### src/rtl/sot_pkg.sv
package sot_pkg;

  typedef enum logic [2:0] {
    ST_WAIT11,
    ST_IN11,
    ST_IN01,
    ST_IN00,
    ST_HELD
  } sotState_e;

  // strobes from control to datapath
  typedef struct packed {
    logic clrCnt;
    logic cntExit;
    logic cntLow;
    logic finish;
    logic viaZero;
    logic skipZero;
    logic abort;
  } ctrlStb_t;

  localparam logic [1:0] LP11 = 2'b11;
  localparam logic [1:0] LP01 = 2'b01;
  localparam logic [1:0] LP00 = 2'b00;

  function automatic int nsToSamples(input int ns, input int periodPs);
    return (ns * 1000 + periodPs - 1) / periodPs;
  endfunction

endpackage

### src/rtl/sot_ctrl.sv
module sot_ctrl
  import sot_pkg::*;
(
  input  logic       clk,
  input  logic       rstN,
  input  logic [1:0] lpLvl,
  input  logic       hsActive,
  input  logic       rearm,
  output ctrlStb_t   stb
);

  sotState_e state, nextState;

  always_ff @(posedge clk or negedge rstN) begin
    if (!rstN) state <= ST_WAIT11;
    else       state <= nextState;
  end

  always_comb begin
    nextState = state;
    stb = '0;
    unique case (state)
      ST_WAIT11: begin
        stb.clrCnt = 1'b1;
        if (lpLvl == LP11 && !hsActive) nextState = ST_IN11;
      end
      ST_IN11: begin
        if (hsActive) begin
          stb.finish = 1'b1;
          nextState = ST_HELD;
        end else if (lpLvl == LP01) begin
          stb.cntExit = 1'b1;
          stb.cntLow = 1'b1;
          nextState = ST_IN01;
        end else if (lpLvl != LP11) begin
          stb.abort = 1'b1;
          nextState = ST_HELD;
        end
      end
      ST_IN01: begin
        if (hsActive) begin
          stb.finish = 1'b1;
          stb.skipZero = 1'b1;
          nextState = ST_HELD;
        end else if (lpLvl == LP01) begin
          stb.cntExit = 1'b1;
          stb.cntLow = 1'b1;
        end else if (lpLvl == LP00) begin
          stb.cntLow = 1'b1;
          nextState = ST_IN00;
        end else begin
          stb.abort = 1'b1;
          nextState = ST_HELD;
        end
      end
      ST_IN00: begin
        if (hsActive) begin
          stb.finish = 1'b1;
          stb.viaZero = 1'b1;
          nextState = ST_HELD;
        end else if (lpLvl == LP00) begin
          stb.cntLow = 1'b1;
        end else begin
          stb.abort = 1'b1;
          nextState = ST_HELD;
        end
      end
      default: begin
        if (rearm) nextState = ST_WAIT11;
      end
    endcase
  end


  wait_needs_idle_chk: assert property (@(posedge clk) disable iff (!rstN)
    (state == ST_WAIT11 && hsActive) |=> (state == ST_WAIT11));


  late_state_abort_chk: assert property (@(posedge clk) disable iff (!rstN)
    (state == ST_IN00 && !hsActive && lpLvl != LP00) |-> stb.abort);


  held_quiet_chk: assert property (@(posedge clk) disable iff (!rstN)
    (state == ST_HELD && !rearm) |=> (state == ST_HELD && !stb.finish && !stb.abort));

endmodule

### src/rtl/sot_datapath.sv
module sot_datapath
  import sot_pkg::*;
#(
  parameter int CNT_W = 10
) (
  input  logic             clk,
  input  logic             rstN,
  input  ctrlStb_t         stb,
  input  logic [CNT_W-1:0] plateauMin,
  input  logic [CNT_W-1:0] exitMin,
  output logic             done,
  output logic             sotOk,
  output logic             flickerRisk,
  output logic             exitWarn,
  output logic             seqErr,
  output logic [CNT_W-1:0] lowLen,
  output logic [CNT_W-1:0] exitLen
);

  localparam logic [CNT_W-1:0] CNT_MAX = {CNT_W{1'b1}};

  logic [CNT_W-1:0] lowCnt, exitCnt;
  logic lowShort, exitShort;

  assign lowShort  = lowCnt < plateauMin;
  assign exitShort = exitCnt < exitMin;

  always_ff @(posedge clk or negedge rstN) begin
    if (!rstN) begin
      lowCnt  <= '0;
      exitCnt <= '0;
    end else if (stb.clrCnt) begin
      lowCnt  <= '0;
      exitCnt <= '0;
    end else begin
      if (stb.cntLow && lowCnt != CNT_MAX)   lowCnt  <= lowCnt + 1'b1;
      if (stb.cntExit && exitCnt != CNT_MAX) exitCnt <= exitCnt + 1'b1;
    end
  end

  always_ff @(posedge clk or negedge rstN) begin
    if (!rstN) begin
      done <= 1'b0;
      sotOk <= 1'b0;
      flickerRisk <= 1'b0;
      exitWarn <= 1'b0;
      seqErr <= 1'b0;
      lowLen <= '0;
      exitLen <= '0;
    end else begin
      done <= stb.finish | stb.abort;
      if (stb.finish) begin
        lowLen <= lowCnt;
        exitLen <= exitCnt;
        flickerRisk <= lowShort;
        exitWarn <= exitShort;
        seqErr <= stb.skipZero;
        sotOk <= stb.viaZero && !lowShort;
      end else if (stb.abort) begin
        lowLen <= lowCnt;
        exitLen <= exitCnt;
        flickerRisk <= 1'b0;
        exitWarn <= 1'b0;
        seqErr <= 1'b1;
        sotOk <= 1'b0;
      end
    end
  end


  low_sat_chk: assert property (@(posedge clk) disable iff (!rstN)
    (stb.cntLow && !stb.clrCnt && lowCnt == CNT_MAX) |=> (lowCnt == CNT_MAX));


  done_pulse_chk: assert property (@(posedge clk) disable iff (!rstN)
    done |=> !done);


  held_results_chk: assert property (@(posedge clk) disable iff (!rstN)
    !done |-> ($stable(lowLen) && $stable(exitLen) && $stable(flickerRisk)));


  exit_within_low_chk: assert property (@(posedge clk) disable iff (!rstN)
    done |-> (exitLen <= lowLen));


  ok_needs_len_chk: assert property (@(posedge clk) disable iff (!rstN)
    (done && sotOk) |-> (lowLen >= $past(plateauMin) && !seqErr));

endmodule

### src/rtl/sot_monitor.sv
module sot_monitor
  import sot_pkg::*;
#(
  parameter int CNT_W     = 10,
  parameter int SAMPLE_PS = 2000
) (
  input  logic             clk,
  input  logic             rstN,
  input  logic             lpP,
  input  logic             lpN,
  input  logic             hsActive,
  input  logic             rearm,
  input  logic             thrOverride,
  input  logic [CNT_W-1:0] plateauMinCfg,
  input  logic [CNT_W-1:0] exitMinCfg,
  output logic             done,
  output logic             sotOk,
  output logic             flickerRisk,
  output logic             exitWarn,
  output logic             seqErr,
  output logic [CNT_W-1:0] lowLen,
  output logic [CNT_W-1:0] exitLen
);

  localparam int LIMIT_NS = 50;
  localparam int DEF_SAMPLES = nsToSamples(LIMIT_NS, SAMPLE_PS);
  localparam logic [CNT_W-1:0] DEF_THR = DEF_SAMPLES[CNT_W-1:0];

  ctrlStb_t stb;
  logic [CNT_W-1:0] plateauMin, exitMin;

  assign plateauMin = thrOverride ? plateauMinCfg : DEF_THR;
  assign exitMin    = thrOverride ? exitMinCfg    : DEF_THR;

  sot_ctrl u_ctrl (
    .clk      (clk),
    .rstN     (rstN),
    .lpLvl    ({lpP, lpN}),
    .hsActive (hsActive),
    .rearm    (rearm),
    .stb      (stb)
  );

  sot_datapath #(.CNT_W(CNT_W)) u_dp (
    .clk         (clk),
    .rstN        (rstN),
    .stb         (stb),
    .plateauMin  (plateauMin),
    .exitMin     (exitMin),
    .done        (done),
    .sotOk       (sotOk),
    .flickerRisk (flickerRisk),
    .exitWarn    (exitWarn),
    .seqErr      (seqErr),
    .lowLen      (lowLen),
    .exitLen     (exitLen)
  );

endmodule

### config.mk
export PLATFORM = sky130hd
export DESIGN_NAME = sot_monitor
export DESIGN_NICKNAME = d
export VERILOG_FILES = /design/src/rtl/sot_pkg.sv /design/src/rtl/sot_ctrl.sv /design/src/rtl/sot_datapath.sv /design/src/rtl/sot_monitor.sv
export SDC_FILE = /design/constraint.sdc
export NUM_CORES = 1
export LEC_CHECK = 0
export BUFFER_PORTS_ARGS = -buffer_cell sky130_fd_sc_hd__buf_2
export CORE_MARGIN = 2
export CORE_UTILIZATION = 60
export CTS_CLUSTER_SIZE = 8
export DETAILED_ROUTE_END_ITERATION = 10
export PLACE_DENSITY = 0.85
export SYNTH_ARGS = -nofsm -noshare
export SYNTH_HDL_FRONTEND = slang
export SYNTH_SLANG_ARGS = --single-unit
### constraint.sdc
create_clock -name clk -period 4.8 [get_ports clk]
set_input_delay 0.72 -clock clk [delete_from_list [all_inputs] [get_ports clk]]
set_output_delay 0.72 -clock clk [all_outputs]
set_load 0.01 [all_outputs]
==> flow_metrics.py, run 1 <==
metrics = {
    "clock_tree": {
        "cts_buffers": 5,
        "cts-resized-gates": 0,
        "clock_latency_ns": 0.30,
        "postCtsHoldBufs": 0,
        "tritoncts": "built",
        "cts_buffer_depth": 2,
        "cts_sinks": 48,
        "clk_pin_slew_ns": 0.08,
        "cts_root_buf": "clkbuf_8",
        "htreeDepth": 2,
        "cts_setup_buffers": 0,
    },
    "sta": {
        "relSlewSlack": 0.312,
        "fin_crit_ns": 2.22,
        "worst_pin_slew_ns": 1.03,
        "fmax_mhz": 451,
        "finalHoldViolations": 0,
        "finalSetupViolations": 0,
        "finalCritPeriodShare": 0.462,
        "rsz0062_at_grt": "false",
        "whs_ns": 0.503,
        "finalMaxSlewViolations": 0,
        "setup_tns_ns": 0,
        "clock_skew_ns": 0.00833,
    },
    "global_route": {
        "grt_pass1_wl_um": 9880,
        "overflow": 0,
        "grt_max_degree": 49,
        "antenna_found_initial": 0,
        "grtUsageTotal": 0.240,
        "grt_pass1_vias": 2077,
    },
    "synth": {
        "syn_inst": 274,
        "yosys.area.top_type": "dfrtp_1",
        "syn-cell-area_um2": 2870,
        "netlist_top_cells_count": "dfrtp_1 (48), nand2_1 (30), ha_1 (20)",
        "synthArstFlopShare": 1.00,
        "synth_most_common_cell": "dfrtp_1",
        "ys_seq_elements": 48,
        "yosysWarnings": 0,
        "seq_area_frac_synth": 0.419,
        "synth_top_area_frac": 0.419,
        "synth_flop_cell": "dfrtp_1",
        "yosysUniqueCellTypes": 51,
        "synth_area_per_cell_um2": 10.5,
        "synth-edff-count": 0,
        "synth_area_leaders": "dfrtp_1 (42%), ha_1 (8.7%), mux2_4 (7.3%)",
        "synth.net_count": 321,
    },
    "critical_path": {
        "end_kind": "flop",
        "required_ns": 4.98,
        "worstPathMaxFanout": 16,
        "worstPathArrival_ns": 2.40,
        "start_kind": "input pin",
        "path_class": "input pin to flop",
    },
    "power": {
        "leakage_nw": 1.59,
        "peakVddDrop_mv": 0.207,
        "power_density_nw_per_um2": 258,
    },
    "finish": {
        "diodes": 0,
        "nNetsFinal": 367,
        "syn2layout_area_growth_pct": 12.6,
        "drive_gt1_frac": 0.265,
    },
    "drt": {
        "wl_per_cell_um": 15.3,
        "drc": 0,
        "drt_pre_antenna_iters": 4,
        "vias_per_cell": 6.10,
        "drt_iter0_drc": 140,
        "wl_um": 5730,
        "vias": 2287,
        "postRouteAntennaNets": 0,
    },
    "die": {
        "die_width_um": 73.1,
        "start_util": 0.615,
        "die_height_um": 73.1,
        "die_area_um2": 5340,
        "coreArea_um2": 4660,
        "rows": 25,
        "ios": 52,
    },
    "placed_design": {
        "port_buffers": 51,
        "gp_congestion": 0.808,
        "hpwl_um": 4140,
    },
    "status": {
        "status": "complete, no violations",
    },
    "worst_hold_path": {
        "hold_path_class": "flop to flop",
    },
    "job": {
        "maxCapViolCount": 0,
    },
}
[layer usage]
metal	GRT usage	wire length [um]
met2	0.359	2580
met4	0.0844	77
met5	0	0
met1	0.356	2800
met3	0.0331	277
[metrics by stage]
step / total power [mW] / util / setup WS [ns] / cell area, um^2 / std cells
global route: 0.870 / 0.692 / 2.32 / 3230 / 375
finish: 0.831 / 0.692 / 2.58 / 3230 / 375
detailed placement: 0.559 / 0.668 / 2.23 / 3110 / 367
CTS: 0.842 / 0.691 / 2.31 / 3220 / 375
floorplan: 0.514 / - / 2.42 / 2870 / 274
global placement: 0.556 / 0.668 / 2.31 / 3110 / 367
[final timing paths]
check	slack, ns	cells after the start	startpoint	to
max	2.58	6	lpN	u_dp.lowLen[9]$_DFFE_PN0P_
min	0.50	1	u_dp.lowLen[3]$_DFFE_PN0P_	u_dp.lowLen[3]$_DFFE_PN0P_
max reg2reg	2.59	5	u_ctrl.state[1]$_DFFE_PN0P_	u_dp.lowLen[9]$_DFFE_PN0P_
min reg2reg	0.50	1	u_dp.lowLen[3]$_DFFE_PN0P_	u_dp.lowLen[3]$_DFFE_PN0P_
max in group asynchronous	3.57	1	rstN	u_dp.sotOk$_DFFE_PN0P_
min in group asynchronous	0.60	1	rstN	u_dp.lowLen[5]$_DFFE_PN0P_
[cells by family after synthesis]
| kind of cell | synth area share |
|---|---|
| XOR/XNOR | 0.00306 |
| flip-flops | 0.419 |
| adder cells (fa/ha/maj) | 0.0873 |
| buffers and inverters | 0.0354 |
| multiplexers | 0.118 |
| AND/OR/NAND/NOR | 0.192 |
| AO/OA/AOI/OAI | 0.145 |
[critical path: stages]
cell	delay (ns)
buf_2	0.14
nand2b_1	0.15
a211oi_1	0.22
or3_1	0.43
buf_4	0.37
mux2_2	0.37
[cell type report]
class / instances / area [um^2]
multi-input combinational: 208 / 1570
fill: 359 / 1440
sequential: 48 / 1200
timing repair buffer: 52 / 263
clock buffer: 6 / 72.6
tap: 54 / 67.6
clock inverter: 2 / 35.0
inverter: 5 / 18.8
[power by group]
part,total (mW),internal (mW),switching [mW]
Combinational,0.115,0.0481,0.0671
Sequential,0.435,0.421,0.0141
Clock,0.281,0.155,0.127
[registers in the layout, indices dropped and copies added, names as in the netlist]
name              count
u_ctrl.state          3
u_dp.lowLen          10
u_dp.lowCnt          10
u_dp.exitWarn         1
u_dp.flickerRisk      1
u_dp.exitLen         10
u_dp.done             1
u_dp.seqErr           1
u_dp.exitCnt         10
u_dp.sotOk            1
[layout by cell type, fill, tap and decap left out, drive strengths merged, types with 2 or more instances in the layout]
| cell type | count |
|---|---|
| nand3 | 15 |
| a21oi | 13 |
| o21a | 3 |
| and3 | 3 |
| buf | 52 |
| o31ai | 6 |
| nand4 | 5 |
| dfrtp | 48 |
| nor4 | 5 |
| clkbuf | 6 |
| or3 | 4 |
| inv | 5 |
| mux2i | 6 |
| a22o | 2 |
| o21ai | 9 |
| nand2b | 5 |
| nor3 | 8 |
| o211ai | 9 |
| a211oi | 4 |
| nand2 | 30 |
| nor4b | 2 |
| and3b | 3 |
| mux2 | 20 |
| nor2b | 7 |
| nor2 | 7 |
| or4 | 2 |
| a211o | 3 |
| ha | 20 |
| and4 | 2 |
Note: power is estimated with default switching activity, not from simulation.
==> run 2, diff against run 1 <==
CORE_UTILIZATION = 56   (was 60)
PLACE_DENSITY = 0.8   (was 0.85)
clock period = 2.25 ns   (was 4.8 ns; I/O delays follow)
==> run 2 against run 1 <==
Register-to-register slack worse by 2.3 ns. Sequential share of layout area is 0.37 points lower. Combinational power is 130% higher. Via count is 0.92% lower. Design area is 1.0% higher. Largest power group unchanged.
==> flow_metrics.py, run 2 (same netlist as run 1, synthesis figures left out) <==
metrics = {
    "critical_path": {
        "worstPathMaxFanout": 15,
        "end_kind": "flop",
        "endpoint": "u_dp.lowCnt[7]$_DFFE_PN0P_",
        "cp.depth": 4,
        "startpoint": "u_ctrl.state[1]$_DFFE_PN0P_",
        "required_ns": 2.48,
        "cp_top_family": "compound AO/OA/AOI/OAI gates",
        "rr_startpoint": "u_ctrl.state[1]$_DFFE_PN0P_",
        "path_class": "flop to flop",
        "worst-path-buf-inv": 0,
        "worstPathArrival_ns": 2.24,
        "crit_path_max_incr_delay_ns": 0.59,
        "r2r_setup_slack_ns": 0.24,
        "start_kind": "flop",
        "regToRegEndpoint": "u_dp.lowCnt[7]$_DFFE_PN0P_",
        "crit_path_cell_trace": "a21boi_1 -> o21ai_1 -> or4_1 -> a21oi_1",
        "cp_slowest_cell": "or4_1",
        "worstRegToRegCells": 4,
    },
    "sta": {
        "finalCritPeriodShare": 0.893,
        "setup_slack_ns": 0.240,
        "setup_tns_ns": 0,
        "clock_skew_ns": 0.00947,
        "finalHoldViolations": 0,
        "finalSetupViolations": 0,
        "fin_crit_ns": 2.01,
        "finalMaxSlewViolations": 0,
        "fmax_mhz": 498,
        "relSlewSlack": 0.445,
        "worst_pin_slew_ns": 0.827,
        "rsz0062_at_grt": "false",
    },
    "clock_tree": {
        "tritoncts": "built",
        "cts_setup_buffers": 0,
        "htreeDepth": 2,
        "clock_latency_ns": 0.30,
        "cts-resized-gates": 0,
        "cts_sinks": 48,
        "cts_root_buf": "clkbuf_8",
        "cts_buffers": 5,
        "clk_pin_slew_ns": 0.08,
        "cts_buffer_depth": 2,
    },
    "global_route": {
        "grt_pass1_wl_um": 9470,
        "grtUsageTotal": 0.222,
        "grt_max_degree": 22,
        "antenna_found_initial": 0,
        "overflow": 0,
        "grt_pass1_vias": 1914,
    },
    "finish": {
        "syn2layout_area_growth_pct": 13.7,
        "diodes": 0,
        "postLayoutCoreUtil": 0.650,
        "final_area_um2": 3260,
        "drive_gt1_frac": 0.270,
        "layout_common_cells": "buf_2 (51), dfrtp_1 (48), nand2_1 (30), ha_1 (20), nand3_1 (15)",
        "nNetsFinal": 373,
        "layout_commonest_cell": "buf_2",
    },
    "drt": {
        "drc": 0,
        "vias_per_cell": 5.72,
        "vias": 2266,
        "drt_iter0_drc": 139,
        "wl_um": 5830,
        "drt_pre_antenna_iters": 4,
        "wl_per_cell_um": 14.7,
        "postRouteAntennaNets": 0,
    },
    "die": {
        "rows": 26,
        "start_util": 0.572,
        "die_width_um": 75.5,
        "die_height_um": 75.5,
        "die_area_um2": 5700,
        "coreArea_um2": 5010,
        "ios": 52,
    },
    "placed_design": {
        "dpl_cell_area_um2": 3170,
        "place_ws_ns": 0.241,
        "hpwl_um": 4340,
        "port_buffers": 51,
        "gp_congestion": 0.855,
    },
    "power": {
        "power_density_nw_per_um2": 513,
        "leakage_nw": 1.60,
        "peakVddDrop_mv": 0.407,
        "power.total_mw": 1.67,
    },
    "status": {
        "status": "complete, no violations",
    },
    "job": {
        "maxCapViolCount": 0,
    },
    "worst_hold_path": {
        "hold_path_class": "input pin to flop",
    },
}
run 2: stage by stage:
stage / instances / hold WS (ns)
finish: 396 / 0.229
global placement: 388 / 0.262
floorplan: 274 / 0.0419
CTS: 396 / 0.222
global route: 396 / 0.246
detailed placement: 388 / 0.268
run 2: how the worst min path moves through the flow:
stage | startpoint | to | slack (ns) | cells after the start
after floorplan | rstN | u_ctrl.state[0]$_DFFE_PN0P_ | 0.04 | 0
after global placement | rstN | u_dp.lowLen[9]$_DFFE_PN0P_ | 0.26 | 1
after detailed placement | rstN | u_dp.lowLen[9]$_DFFE_PN0P_ | 0.27 | 1
after CTS | rearm | u_ctrl.state[2]$_DFFE_PN0P_ | 0.22 | 2
after global routing | rearm | u_ctrl.state[2]$_DFFE_PN0P_ | 0.25 | 2
final | rearm | u_ctrl.state[2]$_DFFE_PN0P_ | 0.23 | 2
run 2: area by class of cell:
class,count,area [um^2]
clock buffer,6,72.6
multi-input combinational,208,1560
clock inverter,1,5.00
tap,70,87.6
fill,442,1750
sequential,48,1200
inverter,5,18.8
timing repair buffer,58,310
run 2: where the power goes:
part           leakage, nW  internal (mW)  switching [mW]
logic                0.901          0.112           0.150
registers            0.662          0.897          0.0289
clock network       0.0410          0.212           0.272
run 2: repair_timing:
action | CTS | global route
endpoints found under the setup margin | 0 | 0
hold buffers | 1 | 0
hold endpoints to repair | 14 | 0
run 2: metal layers:
layer / vias to the layer above / wire length, um / part of all wire / GRT usage
met2: 72 / 2640 / 0.45 / 0.325
met1: 1059 / 2840 / 0.49 / 0.330
met5: - / 0 / 0 / 0
met4: 0 / 76 / 0.013 / 0.0760
met3: 6 / 276 / 0.047 / 0.0423
li1: 1129 / - / - / -
